===== config.mk =====
export PLATFORM = sky130hd
export DESIGN_NAME = ret_stack_cache
export DESIGN_NICKNAME = d
export VERILOG_FILES = /design/src/rtl/rss_pkg.sv /design/src/rtl/rss_ring.sv /design/src/rtl/rss_memport.sv /design/src/rtl/ret_stack_cache.sv
export SDC_FILE = /design/constraint.sdc
export NUM_CORES = 1
export LEC_CHECK = 0
export BUFFER_PORTS_ARGS = -buffer_cell sky130_fd_sc_hd__buf_2
export CORE_UTILIZATION = 45
export DETAILED_ROUTE_END_ITERATION = 6
export RECOVER_POWER = 50
export SLEW_MARGIN = 20
export SYNTH_ARGS = -nofsm -noshare
export SYNTH_HDL_FRONTEND = slang
export SYNTH_SLANG_ARGS = --single-unit

===== constraint.sdc =====
create_clock -name clk_i -period 4.4 [get_ports clk_i]
set_input_delay 0.88 -clock clk_i [delete_from_list [all_inputs] [get_ports clk_i]]
set_output_delay 0.88 -clock clk_i [all_outputs]
set_load 0.01 [all_outputs]

===== src/rtl/rss_pkg.sv =====
package rss_pkg;
  typedef enum logic [1:0] {
    MOP_IDLE  = 2'd0,
    MOP_SPILL = 2'd1,
    MOP_FILL  = 2'd2
  } mop_e;
endpackage


===== src/rtl/rss_ring.sv =====
module rss_ring #(
  parameter int DW    = 16,
  parameter int DEPTH = 16,
  localparam int IW   = $clog2(DEPTH),
  localparam int CW   = $clog2(DEPTH + 1)
) (
  input  logic          clk_i,
  input  logic          rst_ni,
  input  logic          clr_i,
  input  logic          push_i,
  input  logic [DW-1:0] push_data_i,
  input  logic          pop_i,
  input  logic          ins_i,
  input  logic [DW-1:0] ins_data_i,
  input  logic          del_i,
  output logic [DW-1:0] top_o,
  output logic [DW-1:0] old_o,
  output logic [CW-1:0] occ_o,
  output logic [CW-1:0] occ_nx_o
);
  logic [DW-1:0] slot_q [DEPTH];
  logic [IW-1:0] tp_q;
  logic [CW-1:0] occ_q;
  logic [IW-1:0] occ_lo, old_idx, ins_idx, push_idx;

  assign occ_lo   = occ_q[IW-1:0];
  assign old_idx  = tp_q + occ_lo - IW'(1);
  assign ins_idx  = tp_q + occ_lo;
  assign push_idx = tp_q - IW'(1);
  assign occ_nx_o = occ_q + CW'(ins_i) + CW'(push_i) - CW'(pop_i) - CW'(del_i);
  assign top_o    = slot_q[tp_q];
  assign old_o    = slot_q[old_idx];
  assign occ_o    = occ_q;

  always_ff @(posedge clk_i or negedge rst_ni) begin
    if (!rst_ni) begin
      tp_q  <= '0;
      occ_q <= '0;
    end else if (clr_i) begin
      tp_q  <= '0;
      occ_q <= '0;
    end else begin
      if (push_i)     tp_q <= push_idx;
      else if (pop_i) tp_q <= tp_q + IW'(1);
      occ_q <= occ_nx_o;
    end
  end

  // push slot and refill slot never coincide: a refill needs room for one more
  always_ff @(posedge clk_i) begin
    if (push_i && !clr_i) slot_q[push_idx] <= push_data_i;
    if (ins_i && !clr_i)  slot_q[ins_idx]  <= ins_data_i;
  end
endmodule


===== src/rtl/rss_memport.sv =====
module rss_memport
  import rss_pkg::*;
#(
  parameter int AW = 16,
  parameter int DW = 16
) (
  input  logic          clk_i,
  input  logic          rst_ni,
  input  logic          clr_i,
  input  mop_e          op_i,
  input  logic          urgent_i,
  input  logic [AW-1:0] lim_i,
  input  logic [DW-1:0] wdata_i,
  input  logic          busy_i,
  input  logic          gnt_i,
  input  logic          rvalid_i,
  output logic          req_o,
  output logic          urgent_o,
  output logic          we_o,
  output logic [AW-1:0] addr_o,
  output logic [DW-1:0] wdata_o,
  output logic          wr_done_o,
  output logic          rd_issue_o,
  output logic          rd_done_o,
  output logic          rd_pend_o
);
  logic rd_pend_q;
  mop_e op_eff;

  // one transaction in flight: hold off new requests while a read is pending
  assign op_eff     = rd_pend_q ? MOP_IDLE : op_i;
  assign urgent_o   = urgent_i && (op_eff != MOP_IDLE);
  assign req_o      = (op_eff != MOP_IDLE) && (!busy_i || urgent_o);
  assign we_o       = (op_eff == MOP_SPILL);
  assign addr_o     = we_o ? lim_i - AW'(1) : lim_i;
  assign wdata_o    = wdata_i;
  assign wr_done_o  = req_o && we_o && gnt_i;
  assign rd_issue_o = req_o && !we_o && gnt_i;
  assign rd_done_o  = rd_pend_q && rvalid_i;
  assign rd_pend_o  = rd_pend_q;

  always_ff @(posedge clk_i or negedge rst_ni) begin
    if (!rst_ni)         rd_pend_q <= 1'b0;
    else if (clr_i)      rd_pend_q <= 1'b0;
    else if (rd_issue_o) rd_pend_q <= 1'b1;
    else if (rd_done_o)  rd_pend_q <= 1'b0;
  end
endmodule


===== src/rtl/ret_stack_cache.sv =====
module ret_stack_cache
  import rss_pkg::*;
#(
  parameter int AW       = 16,
  parameter int DW       = 16,
  parameter int DEPTH    = 16,
  parameter int SPILL_HI = 12,
  parameter int SPILL_LO = 8,
  parameter int FILL_LO  = 4,
  localparam int CW      = $clog2(DEPTH + 1)
) (
  input  logic          clk_i,
  input  logic          rst_ni,
  input  logic          cfg_load_i,
  input  logic [AW-1:0] cfg_base_i,
  input  logic [AW-1:0] cfg_limit_i,
  input  logic          push_valid_i,
  input  logic [DW-1:0] push_data_i,
  output logic          push_ready_o,
  input  logic          pop_valid_i,
  output logic          pop_ready_o,
  output logic [DW-1:0] pop_data_o,
  output logic          ovf_o,
  output logic          unf_o,
  output logic          mem_req_o,
  output logic          mem_urgent_o,
  output logic          mem_we_o,
  output logic [AW-1:0] mem_addr_o,
  output logic [DW-1:0] mem_wdata_o,
  input  logic          mem_busy_i,
  input  logic          mem_gnt_i,
  input  logic          mem_rvalid_i,
  input  logic [DW-1:0] mem_rdata_i,
  output logic [AW-1:0] sp_o,
  output logic [AW-1:0] cache_lim_o,
  output logic [CW-1:0] occ_o
);
  logic [AW-1:0] base_q, lim_q, sp_q, clim_q, clim_nx;
  logic          spill_q, fill_q, ovf_q, unf_q;
  logic          spill_nx, fill_nx, fill_set;
  logic [CW-1:0] occ, occ_nx;
  logic [DW-1:0] top_w, old_w;
  logic          at_lim, at_base, has_ram, room;
  logic          push_fire, push_ovf, pop_sel, pop_fire, pop_unf;
  logic          wr_done, rd_issue, rd_done, rd_pend, urgent;
  mop_e          op;

  assign at_lim  = (sp_q == lim_q);
  assign at_base = (sp_q == base_q);
  assign has_ram = (clim_q != base_q);
  assign room    = (int'(occ) + int'(rd_pend)) < DEPTH;

  assign push_ovf  = push_valid_i && at_lim && !cfg_load_i;
  assign push_fire = push_valid_i && !at_lim && room && !cfg_load_i;
  assign pop_sel   = pop_valid_i && !push_valid_i && !cfg_load_i;
  assign pop_unf   = pop_sel && at_base;
  assign pop_fire  = pop_sel && !at_base && (occ != '0);

  assign push_ready_o = at_lim || room;
  assign pop_ready_o  = !push_valid_i && (at_base || (occ != '0));
  assign pop_data_o   = at_base ? '0 : top_w;

  assign op     = spill_q ? MOP_SPILL : ((fill_q && has_ram) ? MOP_FILL : MOP_IDLE);
  assign urgent = spill_q ? (int'(occ) == DEPTH) : (occ == '0);

  rss_ring #(.DW(DW), .DEPTH(DEPTH)) u_ring (
    .clk_i       (clk_i),
    .rst_ni      (rst_ni),
    .clr_i       (cfg_load_i),
    .push_i      (push_fire),
    .push_data_i (push_data_i),
    .pop_i       (pop_fire),
    .ins_i       (rd_done),
    .ins_data_i  (mem_rdata_i),
    .del_i       (wr_done),
    .top_o       (top_w),
    .old_o       (old_w),
    .occ_o       (occ),
    .occ_nx_o    (occ_nx)
  );

  rss_memport #(.AW(AW), .DW(DW)) u_port (
    .clk_i      (clk_i),
    .rst_ni     (rst_ni),
    .clr_i      (cfg_load_i),
    .op_i       (op),
    .urgent_i   (urgent),
    .lim_i      (clim_q),
    .wdata_i    (old_w),
    .busy_i     (mem_busy_i),
    .gnt_i      (mem_gnt_i),
    .rvalid_i   (mem_rvalid_i),
    .req_o      (mem_req_o),
    .urgent_o   (mem_urgent_o),
    .we_o       (mem_we_o),
    .addr_o     (mem_addr_o),
    .wdata_o    (mem_wdata_o),
    .wr_done_o  (wr_done),
    .rd_issue_o (rd_issue),
    .rd_done_o  (rd_done),
    .rd_pend_o  (rd_pend)
  );

  assign clim_nx  = clim_q - AW'(wr_done) + AW'(rd_issue);
  assign fill_set = has_ram && ((pop_fire && int'(occ) <= FILL_LO + 1) ||
                                (pop_sel && occ == '0 && !at_base));
  // hysteresis: arm on the high or low mark, run to the half mark, opposite op cancels
  assign spill_nx = (spill_q || (push_fire && int'(occ) >= SPILL_HI)) &&
                    !pop_fire && int'(occ_nx) > SPILL_LO;
  assign fill_nx  = (fill_q || fill_set) && !push_fire &&
                    (clim_nx != base_q) && int'(occ_nx) < SPILL_LO;

  always_ff @(posedge clk_i or negedge rst_ni) begin
    if (!rst_ni) begin
      base_q  <= '0;
      lim_q   <= '0;
      sp_q    <= '0;
      clim_q  <= '0;
      spill_q <= 1'b0;
      fill_q  <= 1'b0;
      ovf_q   <= 1'b0;
      unf_q   <= 1'b0;
    end else if (cfg_load_i) begin
      base_q  <= cfg_base_i;
      lim_q   <= cfg_limit_i;
      sp_q    <= cfg_base_i;
      clim_q  <= cfg_base_i;
      spill_q <= 1'b0;
      fill_q  <= 1'b0;
      ovf_q   <= 1'b0;
      unf_q   <= 1'b0;
    end else begin
      if (push_fire)     sp_q <= sp_q - AW'(1);
      else if (pop_fire) sp_q <= sp_q + AW'(1);
      clim_q  <= clim_nx;
      spill_q <= spill_nx;
      fill_q  <= fill_nx;
      ovf_q   <= push_ovf;
      unf_q   <= pop_unf;
    end
  end

  assign ovf_o       = ovf_q;
  assign unf_o       = unf_q;
  assign sp_o        = sp_q;
  assign cache_lim_o = clim_q;
  assign occ_o       = occ;
endmodule


Word level (Yosys, flattened, before mapping) --
Memories as Yosys holds them, arrays and structs flattened. Index checks and enable logic that the tools add are counted.
Operators by class: add/subtract/negate cells 14, reductions and logical operators 50, magnitude comparators 5, equality and inequality tests 6, mux-type cells 25
Operators by type and width (count):
- 16-bit 2-to-1 mux | 6
- 16-bit == test | 2
- 16-bit inequality test | 2
- 16-bit by 1-bit subtractor with 16-bit output (second input constant) | 2
- 1-bit logical AND | 31
- 16-bit by 1-bit adder with 16-bit output | 1
- 16-bit by 1-bit adder with 16-bit output (second input constant) | 1
- 16-bit by 1-bit subtractor with 16-bit output | 1
- 1-bit 2-to-1 mux | 12
- 4-bit 2-to-1 mux | 3
- 5-bit by 1-bit adder with 5-bit output | 2
- 5-bit by 1-bit subtractor with 5-bit output | 2
- 1-bit zero test | 8
- 4-bit by 1-bit subtractor with 4-bit output (second input constant) | 2
- 5-bit by 1-bit adder with 6-bit output | 1
- 1-bit logical OR | 6
- 6-bit by 5-bit less-than comparator with 1-bit output (second input constant) | 1
- 2-bit 2-to-1 mux | 3
- 3-bit nonzero test | 2
- 5-bit == test (second input constant) | 1
- 5-bit by 4-bit >= comparator with 1-bit output (second input constant) | 1
- 5-bit by 4-bit greater-than comparator with 1-bit output (second input constant) | 1
- 5-bit by 3-bit <= comparator with 1-bit output (second input constant) | 1
- 5-bit zero test | 1
- other kinds (7) | 7
Storage, ports and cells: memories 1, word-level logic and storage cells 112, register bits after elaboration 78, RAM bits 256
Memories:
- u_ring.slot_q | depth 16, width 16, rd ports 2, clocked after memory_dff 0, write ports 2, RTL line rss_ring.sv:21 | logic [DW-1:0] slot_q [DEPTH];

Depth between registers and ports, before layout --
Gate-level depths: netlist of run 1.
word-level depth 17, mapped depth 20, mapped depth without buffers 20

Hierarchy --
From an unflattened synthesis of run 1, not the netlist that was laid out.
Second synthesis, totals: cell total of the unflattened synthesis 1591, area, all modules 21936.0 um^2
By module, submodules not included:
- rss_ring | area an instance 16460.8 um^2, cells an instance 981, times used 1
- ret_stack_cache | area an instance 4932.2 um^2, cells an instance 535, times used 1
- rss_memport | area an instance 543.0 um^2, cells an instance 75, times used 1

Least setup slack after synthesis of run 1 --
Ideal clock, no wire load.
path kind reg2out, from register u_ring.occ_q[0] (netlist: u_ring.occ_o[0]), to output port mem_wdata_o[10], stages on the path, launching flop included 11, arrival 3.368 ns, buffers on the path 4, required time 3.520 ns, setup slack 0.152 ns, path through dfrtp_1 ha_1 buf_1 buf_2 inv_1 ha_1 xnor2_1 clkbuf_1 buf_1 mux2i_1 a21oi_1
Between the ends: word-level cells in the longest chain between the ends 3
RTL lines:
- start: declaration | RTL line rss_ring.sv:23 | logic [CW-1:0] occ_q;
- start signal: assignment | RTL line rss_ring.sv:45 | occ_q <= occ_nx_o;
- 4-bit adder | RTL line rss_ring.sv:27 | assign old_idx = tp_q + occ_lo - IW'(1);
- 4-bit by 1-bit subtractor with 4-bit output | RTL line rss_ring.sv:27
- memory read 16 x 16 bit
- end: declaration | RTL line ret_stack_cache.sv:29 | output logic [DW-1:0] mem_wdata_o,
No other way between the ends.

Worst setup path in the final report of run 1 --
from register u_ring.tp_q[0], to output port pop_data_o[8]
Between the ends: word-level cells in the longest chain between the ends 2
RTL lines:
- start: declaration | RTL line rss_ring.sv:22 | logic [IW-1:0] tp_q;
- start signal: assignment | RTL line rss_ring.sv:43 | if (push_i) tp_q <= push_idx;
- start signal: assignment | RTL line rss_ring.sv:44 | else if (pop_i) tp_q <= tp_q + IW'(1);
- memory read 16 x 16 bit
- 16-bit 2-to-1 mux | RTL line ret_stack_cache.sv:61 | assign pop_data_o = at_base ? '0 : top_w;
- end: declaration | RTL line ret_stack_cache.sv:22 | output logic [DW-1:0] pop_data_o,
No other way between the ends.

==> results.toml, run 1 <==
[drt]
via_per_inst = 6.21
via_count = 15100
first_iter_violations = 1319
wl_microns = 69200
ant_nets = 0
drc = 0
drt_pre_antenna_iters = 5
post_drt_wl_per_cell_microns = 28.5

[timing]
timing.final.ws_setup_ns = 0.0902
slew_headroom_pct = -81.3
max_slew.worst_pin.slew_ns = 2.72
timing.fmax_ghz = 0.232
slew_viol_final = 159
rsz0062_at_grt = "no"
fin_crit_ns = 4.31
setup_viol = 0
fin_crit_sh_pct = 98.0
finalClockSkew_ns = 0.0335
hold_viol = 0
setup_tns_ns = 0

[global_route]
grt_max_degree = 62
track_usage_pct = 28.1
grt_pass1_wl_microns = 101000
antenna_found_initial = 6
globalRouteOverflowTotal = 0
grt_pass1_vias = 15400

[floorplan]
core-area_sq_um = 47000
num_io_pins = 164
die_area_sq_um = 48900
die_w_microns = 221
fp-row-count = 79
die_h_microns = 221
start_util_pct = 46.1

[logic_synthesis]
seq_area_frac_synth_pct = 44.6
yosys_register_bits = 334
synth_top_area_share_pct = 35.6
synth_cell_types = 76
synthArstFlopShare_pct = 23.4
synth_edf_count = 256
synthCells = 1619
ys.flop_type = "edfxtp_1"
yosysTopAreaCell = "edfxtp_1"
syn_area_per_cell_sq_um = 13.4
yosys_warnings = 0
syn_nets = 1766
syn_area_sq_um = 21600
synth.area.top_cells = "edfxtp_1 (36%), mux4_2 (15%), mux2_2 (9.2%)"

[cells_and_area]
drive_gt1_share_pct = 32.9
layoutNonFillerInstCount = 2431
area_delta_synth_final_pct = 14.7
final_area_sq_um = 24800
nNetsFinal = 1939

[placed_design]
place.port_buffers = 163
placed_cell_area_sq_um = 23500
dp_hpwl_microns = 44800
place.gp.congestion = 0.919
post-place-ws_ns = 0.128
dp.cells = 2347

[clock_tree]
h-tree-depth = 2
cts_made_buffers = 40
cts_root_buffer = "clkbuf_16"
insertion_delay_ns = 0.60
hold_buffers = 0
clk_pin_slew_worst_paths_ns = 0.06
cts_tree = "done"
clk_path_buf_depth = 3
cts_num_sinks = 334

[pwr]
power_density_nw_per_um2 = 729
vdd_drop_max_mv = 0.628
p_total_mw = 18.1
p_leak_nw = 9.16

[critical_path]
cp_data_required_time_ns = 3.52
startpoint_type = "flip-flop"
endpoint_kind = "output pin"
worstSetupPathType = "flip-flop to output pin"
arrival_ns = 3.43
crit_fanout = 40

[status]
status = "complete, but fails checks"
violations = "capacitance limit, slew limit"

[worst_hold_path]
min_path_type = "flip-flop to flip-flop"

[flow_run]
max_cap_viol_count = 7
==> placed cells by master, fill, tap and decap left out, types with 46 or more instances in the layout <==
cell type	count
edfxtp_1	256
ha_1	65
a21oi_1	49
xor2_1	46
inv_1	69
mux2_1	102
xnor2_1	57
buf_2	124
mux4_2	144
nand2_1	68
clkbuf_1	66
mux2_2	175
dfrtp_1	76
buf_4	46
nor2_1	51
==> power by group <==
group	leakage [nW]	internal [mW]	switching (mW)
sequential	3.25	3.70	0.402
clock	0.623	1.86	1.39
combinational	5.29	4.79	5.95
==> area by class of cell <==
| type | count | area [sq um] |
|---|---|---|
| Fill cell | 4008 | 22100 |
| Multi-Input combinational cell | 1095 | 11300 |
| Sequential cell | 334 | 9650 |
| Timing Repair Buffer | 250 | 1560 |
| Clock buffer | 49 | 1080 |
| Tap cell | 607 | 759 |
| Inverter | 71 | 267 |
| Clock inverter | 23 | 181 |
| Antenna cell | 2 | 5.00 |
==> state kept, by name, summed over array words and instances (netlist names) <==
name,cells
sp_o,16
spill_q,1
u_ring.slot_q,256
unf_o,1
fill_q,1
u_ring.occ_o,5
lim_q,16
base_q,16
u_port.rd_pend_o,1
cache_lim_o,16
ovf_o,1
u_ring.tp_q,4
==> routing by layer <==
metal  wire (microns)  part of all wire, %  global-route usage [%]
met5               49                0.071                       0
met4             3290                  4.8                    12.5
met3             4600                  6.6                    4.75
met2            34200                   49                    48.3
met1            27000                   39                    34.8
==> critical path, stage by stage, from the launching register on <==
cell and delay, ns:
dfrtp_4 0.42, buf_4 0.43, buf_4 0.62, mux4_2 0.44, mux4_2 0.54, nor2b_1 0.16
buf_2 0.16
==> synthesized netlist by cell type (all sizes together), types with 3 or more instances <==
cell,count
nor3,15
a211oi,25
mux4,144
a21oi,53
o22a,3
or3,5
a31oi,7
a22oi,4
a21o,15
nand2,69
mux2i,20
o21bai,3
o21ai,47
o22ai,6
nand2b,10
nor2b,42
clkbuf,71
ha,69
nand3,24
nor4,15
nand4,10
and3,4
nor3b,3
o311ai,4
a31o,3
xnor2,58
xor2,48
dfrtp,78
mux2,277
nor2,52
a21boi,3
edfxtp,256
buf,48
o21a,11
o211ai,7
fa,6
or2,5
inv,71
o41ai,3
==> what timing repair did <==
item	CTS	global route
endpoints found under the setup margin	10	18
gates cloned	3	1
pin swaps	1	3
buffers inserted	1	5
resized for setup	10	12
==> through the flow <==
stage | hold slack, ns | util, %
global placement | 0.514 | 50.0
finish | 0.530 | 52.8
detailed placement | 0.521 | 50.0
CTS | 0.336 | 53.0
global route | 0.532 | 52.8
floorplan | 0.501 | -
==> final timing paths <==
check | from | end | slack (ns) | cells after the start
max | u_ring.tp_q[0]$_DFFE_PN0P_ | pop_data_o[8] | 0.09 | 6
min | lim_q[11]$_DFFE_PN0P_ | lim_q[11]$_DFFE_PN0P_ | 0.53 | 1
max reg2reg | u_ring.occ_o[3]$_DFF_PN0_ | fill_q$_DFF_PN0_ | 0.30 | 20
min reg2reg | lim_q[11]$_DFFE_PN0P_ | lim_q[11]$_DFFE_PN0P_ | 0.53 | 1
max in group asynchronous | rst_ni | ovf_o$_DFF_PN0_ | 1.24 | 2
min in group asynchronous | rst_ni | cache_lim_o[14]$_DFF_PN0_ | 1.17 | 1
==> logic make-up (layout without fill, tap and decap cells) <==
logic type | count (synthesis) | count (layout) | synth area share (%)
DFF | 334 | 334 | 44.6
and+or+nand+nor | 262 | 262 | 6.28
adders and majority gates | 75 | 75 | 4.55
other | 0 | 2 | 0
AOI/OAI and AO/OA | 210 | 210 | 6.34
muxes | 441 | 441 | 30.3
xor gates and xnor gates | 107 | 107 | 4.40
buffers and inverters | 190 | 393 | 3.51
(Power assumes the default switching activity.)
==> inputs of run 2 (changes only) <==
CORE_ASPECT_RATIO = 0.9   (was default)
GPL_TIMING_DRIVEN = 0   (was default)
RECOVER_POWER = default   (was 50)
==> run 2 against run 1 <==
Against the previous run:
- the run now ends clean
- design area up 2.2%
- maximum frequency down 1.2%
- total power up 4.2%
- sequential share of layout area down 0.83 points
- wire length down 5.9%
- die area about the same
- global-route usage down 1.4 points
- sequential cell count unchanged
- non-clock buffer count up 54
- highest routed layer is now met4
==> results.toml, run 2 (synthesized netlist as in run 1, its figures left out) <==
[status]
status = "complete, no violations"

[clock_tree]
hold_buffers = 0
clk_pin_slew_worst_paths_ns = 0.06
cts_tree = "done"
cts_num_sinks = 334
clk_path_buf_depth = 3
insertion_delay_ns = 0.57
cts_made_buffers = 40
cts_root_buffer = "clkbuf_16"
h-tree-depth = 2

[timing]
setup_tns_ns = 0
timing.final.ws_setup_ns = 0.0391
fin_crit_ns = 4.36
fin_crit_sh_pct = 99.1
finalClockSkew_ns = 0.0169
timing.fmax_ghz = 0.229
setup_viol = 0
slew_viol_final = 0
whs_ns = 0.234
rsz0062_at_grt = "yes"
max_slew.worst_pin.slew_ns = 0.969
slew_headroom_pct = 35.3
hold_viol = 0

[critical_path]
slowest_stage = "fa_2"
cp_num_buf_inv = 4
crit_chain = "ha_4 > fa_2 > inv_1 > ha_1 > xnor2_2 > clkbuf_8 > buf_12 > mux2i_4 > a21oi_1 > buf_2"
startpoint_type = "flip-flop"
cp_data_required_time_ns = 3.52
endpoint_kind = "output pin"
crit_fanout = 10
arrival_ns = 3.48
critPathMaxStageDelay_ns = 0.68
crit_family = "adder cells"
worstSetupPathType = "flip-flop to output pin"

[pwr]
p_total_mw = 18.8
p_leak_nw = 9.40
vdd_drop_max_mv = 0.336
power_density_nw_per_um2 = 743

[drt]
via_per_inst = 6.04
first_iter_violations = 1404
drt_pre_antenna_iters = 5
post_drt_wl_per_cell_microns = 26.1
drc = 0
wl_microns = 65100
ant_nets = 0
via_count = 15100

[floorplan]
core-area_sq_um = 47000
start_util_pct = 46.0
die_h_microns = 210
die_w_microns = 233
fp-row-count = 75
num_io_pins = 164
die_area_sq_um = 48900

[global_route]
grt_max_degree = 55
track_usage_pct = 26.7
antenna_found_initial = 1
globalRouteOverflowTotal = 0
grt_pass1_wl_microns = 96300
grt_pass1_vias = 15400

[cells_and_area]
fin_util_pct = 53.9
layout_common_cells = "edfxtp_1 (256), buf_2 (194), mux2_2 (176)"
nNetsFinal = 1993
final_common_cell = "edfxtp_1"
layoutNonFillerInstCount = 2495
regMostFlops = "u_ring.slot_q"
drive_gt1_share_pct = 38.2
area_delta_synth_final_pct = 17.3
largest_reg_flops = 256
final_area_sq_um = 25400

[placed_design]
dp.cells = 2398
place.gp.congestion = 0.977
post-place-ws_ns = -1.42
placed_cell_area_sq_um = 23200
place.port_buffers = 162
dp_hpwl_microns = 50200

[worst_hold_path]
min_path_type = "input port to asynchronous set/reset pin"

[flow_run]
max_cap_viol_count = 0
-- run 2: cell types whose count changed in the layout (fill, tap and decap cells not counted), sizes merged --
cell           previous run  this run
bufinv                    2         8
clkinv                   19        10
clkbuf                  114       116
clkdlybuf4s15             0         3
buf                     183       237
bufbuf                    2         0
clkinvlp                  0         2
diode                     2         1
-- run 2: path summary, 6_finish.rpt --
check	startpoint	end	slack, ns	cells past startpoint
worst max register to register	u_ring.occ_o[4]$_DFF_PN0_	fill_q$_DFF_PN0_	0.05	19
worst min register to register	lim_q[0]$_DFFE_PN0P_	lim_q[0]$_DFFE_PN0P_	0.52	1
max in group asynchronous	rst_ni	u_ring.occ_o[2]$_DFF_PN0_	3.53	2
worst max-delay path	u_ring.occ_o[0]$_DFF_PN0_	mem_wdata_o[8]	0.04	10
min in group clk_i	lim_q[0]$_DFFE_PN0P_	lim_q[0]$_DFFE_PN0P_	0.52	1
worst min-delay path	rst_ni	cache_lim_o[14]$_DFF_PN0_	0.23	1
-- run 2: final cells by class --
type                            instances  area (sq um)
Antenna cell                            1          2.50
Buffer                                117           623
Clock buffer                           52          1120
Clock inverter                         22           318
Fill cell                            3994         21700
Inverter                               71           277
Multi-Input combinational cell       1095         11600
Sequential cell                       334          9650
Tap cell                              616           771
Timing Repair Buffer                  187          1020
-- run 2: worst register-to-register path: stages (launching register included) --
cell and delay, ns:
dfrtp_2 0.46, xnor2_2 0.18, nand3_2 0.10, nand2_1 0.08, nand2_1 0.07, nor3_2 0.22, nand3_2 0.12, ha_1 0.29
inv_1 0.04, ha_2 0.18, fa_2 0.37, nor2b_2 0.19, a2bb2oi_1 0.17, and3_1 0.19, or4_1 0.51, nor4_2 0.30
nand4_1 0.18, nor3_1 0.19, and4_1 0.24, a31oi_4 0.13
-- run 2: per-layer routing --
layer | vias up | GRT usage (%) | part of all wire, %
met2 | 630 | 43.2 | 48
met1 | 7671 | 36.9 | 43
li1 | 6675 | - | -
met5 | - | 0 | 0
met3 | 92 | 4.73 | 7.0
met4 | 0 | 7.75 | 2.7
-- run 2: repair_timing --
action	CTS	global route
setup endpoints to repair	77	30
setup buffers	11	13
gates resized for setup	85	56
pin swaps	8	19
-- run 2: power breakdown --
group	internal [mW]	switching, mW	leakage (nW)
sequential	3.70	0.433	3.24
clock	2.27	1.39	0.708
combinational	4.86	6.19	5.45
==> inputs of run 3 (changes only) <==
CELL_PAD_IN_SITES_DETAIL_PLACEMENT = 1   (was default)
CELL_PAD_IN_SITES_GLOBAL_PLACEMENT = 1   (was default)
PLACE_DENSITY_LB_ADDON = 0.1   (was default)
clock period = 4.8 ns   (was 4.4 ns; I/O delays follow)
==> run 3 against run 2 <==
Against the previous run:
- critical path depth grew 6
- final cell count down 0.80%
- largest cell class unchanged
- highest routed layer is now met5
- critical path type is now flip-flop to flip-flop
- largest power group unchanged
- sequential cell count is the same
- register-to-register slack improved by 0.02 ns
==> results.toml, run 3 (synthesized netlist as in run 1, its figures left out) <==
[critical_path]
crit_fanout = 7
crit_family = "simple AND/OR/NAND/NOR gates"
startpoint_type = "flip-flop"
ff2ff_setup_slack_ns = 0.07
crit_chain = "buf_2 > xnor2_1 > nand4_1 > nor4_4 > nor4b_2 > nand2_1 > fa_1 > inv_1 > fa_1 > inv_1 > ha_1 > inv_1 > fa_1 > xnor2_1 > nand4_1 > a31oi_4"
crit_end = "fill_q$_DFF_PN0_"
endpoint_kind = "flip-flop"
cp_data_required_time_ns = 5.25
timing.rr.start = "sp_o[0]$_DFFE_PN0P_"
setup.worst_path.start = "sp_o[0]$_DFFE_PN0P_"
critPathMaxStageDelay_ns = 0.49
cp_num_buf_inv = 4
path_depth = 16
worstSetupPathType = "flip-flop to flip-flop"
reg2reg_to = "fill_q$_DFF_PN0_"
ff2ff_path_depth = 16
arrival_ns = 5.19
slowest_stage = "nor4_4"

[timing]
whs_ns = 0.344
fin_crit_ns = 4.73
slew_headroom_pct = 22.4
timing.final.ws_setup_ns = 0.0652
slew_viol_final = 0
setup_viol = 0
fin_crit_sh_pct = 98.6
hold_viol = 0
timing.fmax_ghz = 0.211
max_slew.worst_pin.slew_ns = 1.16
finalClockSkew_ns = 0.0305

[cells_and_area]
drive_gt1_share_pct = 35.3
area_delta_synth_final_pct = 14.8
layout_common_cells = "edfxtp_1 (256), buf_2 (194), mux2_2 (176)"
regMostFlops = "u_ring.slot_q"
fill_cells = 4711
seq_area_sq_um = 9640
final_common_cell = "edfxtp_1"
final_area_sq_um = 24800
largest_reg_flops = 256
nNetsFinal = 1978
n_antenna_cell = 0
multi_input_area_sq_um = 11400

[status]
status = "complete, no violations"

[drt]
drc = 0
ant_nets = 0
via_per_inst = 6.32
first_iter_violations = 1452
post_drt_wl_per_cell_microns = 30.2
wl_microns = 74700
drt_pre_antenna_iters = 5
via_count = 15600

[pwr]
p_total_mw = 16.7
power_density_nw_per_um2 = 672
p_leak_nw = 9.22
vdd_drop_max_mv = 0.517

[clock_tree]
cts_root_buffer = "clkbuf_16"
h-tree-depth = 2
cts_tree = "done"
clk_pin_slew_worst_paths_ns = 0.06
hold_buffers = 0
insertion_delay_ns = 0.59
clk_path_buf_depth = 3
cts_num_sinks = 334
cts_made_buffers = 40

[floorplan]
die_w_microns = 233
num_io_pins = 164
core-area_sq_um = 47000
die_area_sq_um = 48900
fp-row-count = 75
start_util_pct = 46.0
die_h_microns = 210

[flow_run]
max_cap_viol_count = 0

[global_route]
grt_pass1_vias = 16200
track_usage_pct = 30.9
grt_use_met3_pct = 4.21
grt.met1_usage_pct = 45.1
antenna_found_initial = 4
grt_max_degree = 48
globalRouteOverflowTotal = 0
top_usage_layer = "met2"
grt_pass1_wl_microns = 109000
met2_usage_pct = 48.3

[worst_hold_path]
min_path_type = "input port to asynchronous set/reset pin"

[placed_design]
place.gp.congestion = 0.882
place.port_buffers = 162
post-place-ws_ns = -1.79
dp_hpwl_microns = 53800
placed_cell_area_sq_um = 23200
## run 3: changes by cell type in the layout (fill, tap and decap cells not counted), moves of 4 or more
cell / previous run / this run
a211oi_2: 5 / 1
mux2i_4: 6 / 0
clkbuf_4: 0 / 4
a211oi_1: 20 / 24
bufinv_16: 8 / 2
mux2i_2: 6 / 1
mux2i_1: 8 / 19
buf_4: 32 / 12
clkinv_1: 4 / 8
## run 3: per-layer routing
metal  wire length [microns]  part of all wire [%]  vias to the layer above
met5                      40                 0.054                        -
met3                    4980                   6.7                      110
li1                        -                     -                     6640
met1                   33000                    44                     8266
met2                   35000                    47                      622
met4                    1740                   2.3                        6
## run 3: worst register-to-register path: stages, from the launching register on
cell and delay, ns:
dfrtp_1 0.37, buf_2 0.18, xnor2_1 0.45, nand4_1 0.31, nor4_4 0.49, nor4b_2 0.11, nand2_1 0.20, fa_1 0.19
inv_1 0.05, fa_1 0.39, inv_1 0.08, ha_1 0.18, inv_1 0.06, fa_1 0.40, xnor2_1 0.28, nand4_1 0.44
a31oi_4 0.44
## run 3: cell type report
type / count / area share (%)
Inverter: 71 / 1.10
Tap cell: 616 / 3.10
Clock buffer: 48 / 4.23
Multi-Input combinational cell: 1095 / 45.8
Clock inverter: 22 / 0.766
Sequential cell: 334 / 38.9
Timing Repair Buffer: 172 / 3.74
Buffer: 117 / 2.37
## run 3: stage by stage
stage	TNS, ns	utilization [%]	cells
global route	-0.00408	52.8	2475
CTS	0	52.5	2470
finish	0	52.8	2475
detailed placement	-32.04	49.4	2398
floorplan	0	-	1619
global placement	-27.31	49.4	2397
## run 3: where the power goes
group,switching [mW],total (mW),internal (mW)
Sequential,0.376,3.77,3.39
Combinational,5.92,9.94,4.02
Clock,1.30,2.98,1.67
Total,7.60,16.7,9.08
## run 3: worst min-delay path by stage
stage / startpoint / endpoint / cells past startpoint
after floorplan: lim_q[0]$_DFFE_PN0P_ / lim_q[0]$_DFFE_PN0P_ / 1
after global placement: lim_q[10]$_DFFE_PN0P_ / lim_q[10]$_DFFE_PN0P_ / 1
after detailed placement: lim_q[11]$_DFFE_PN0P_ / lim_q[11]$_DFFE_PN0P_ / 1
after CTS: rst_ni / sp_o[15]$_DFFE_PN0P_ / 1
after global routing: rst_ni / sp_o[15]$_DFFE_PN0P_ / 1
final: rst_ni / sp_o[15]$_DFFE_PN0P_ / 1
## run 3: repair_timing
action | 4_1_cts | 5_1_grt
gates resized for setup | 74 | 19
setup endpoints to repair | 84 | 21
setup buffers | 4 | 4
pin swaps | 1 | 5
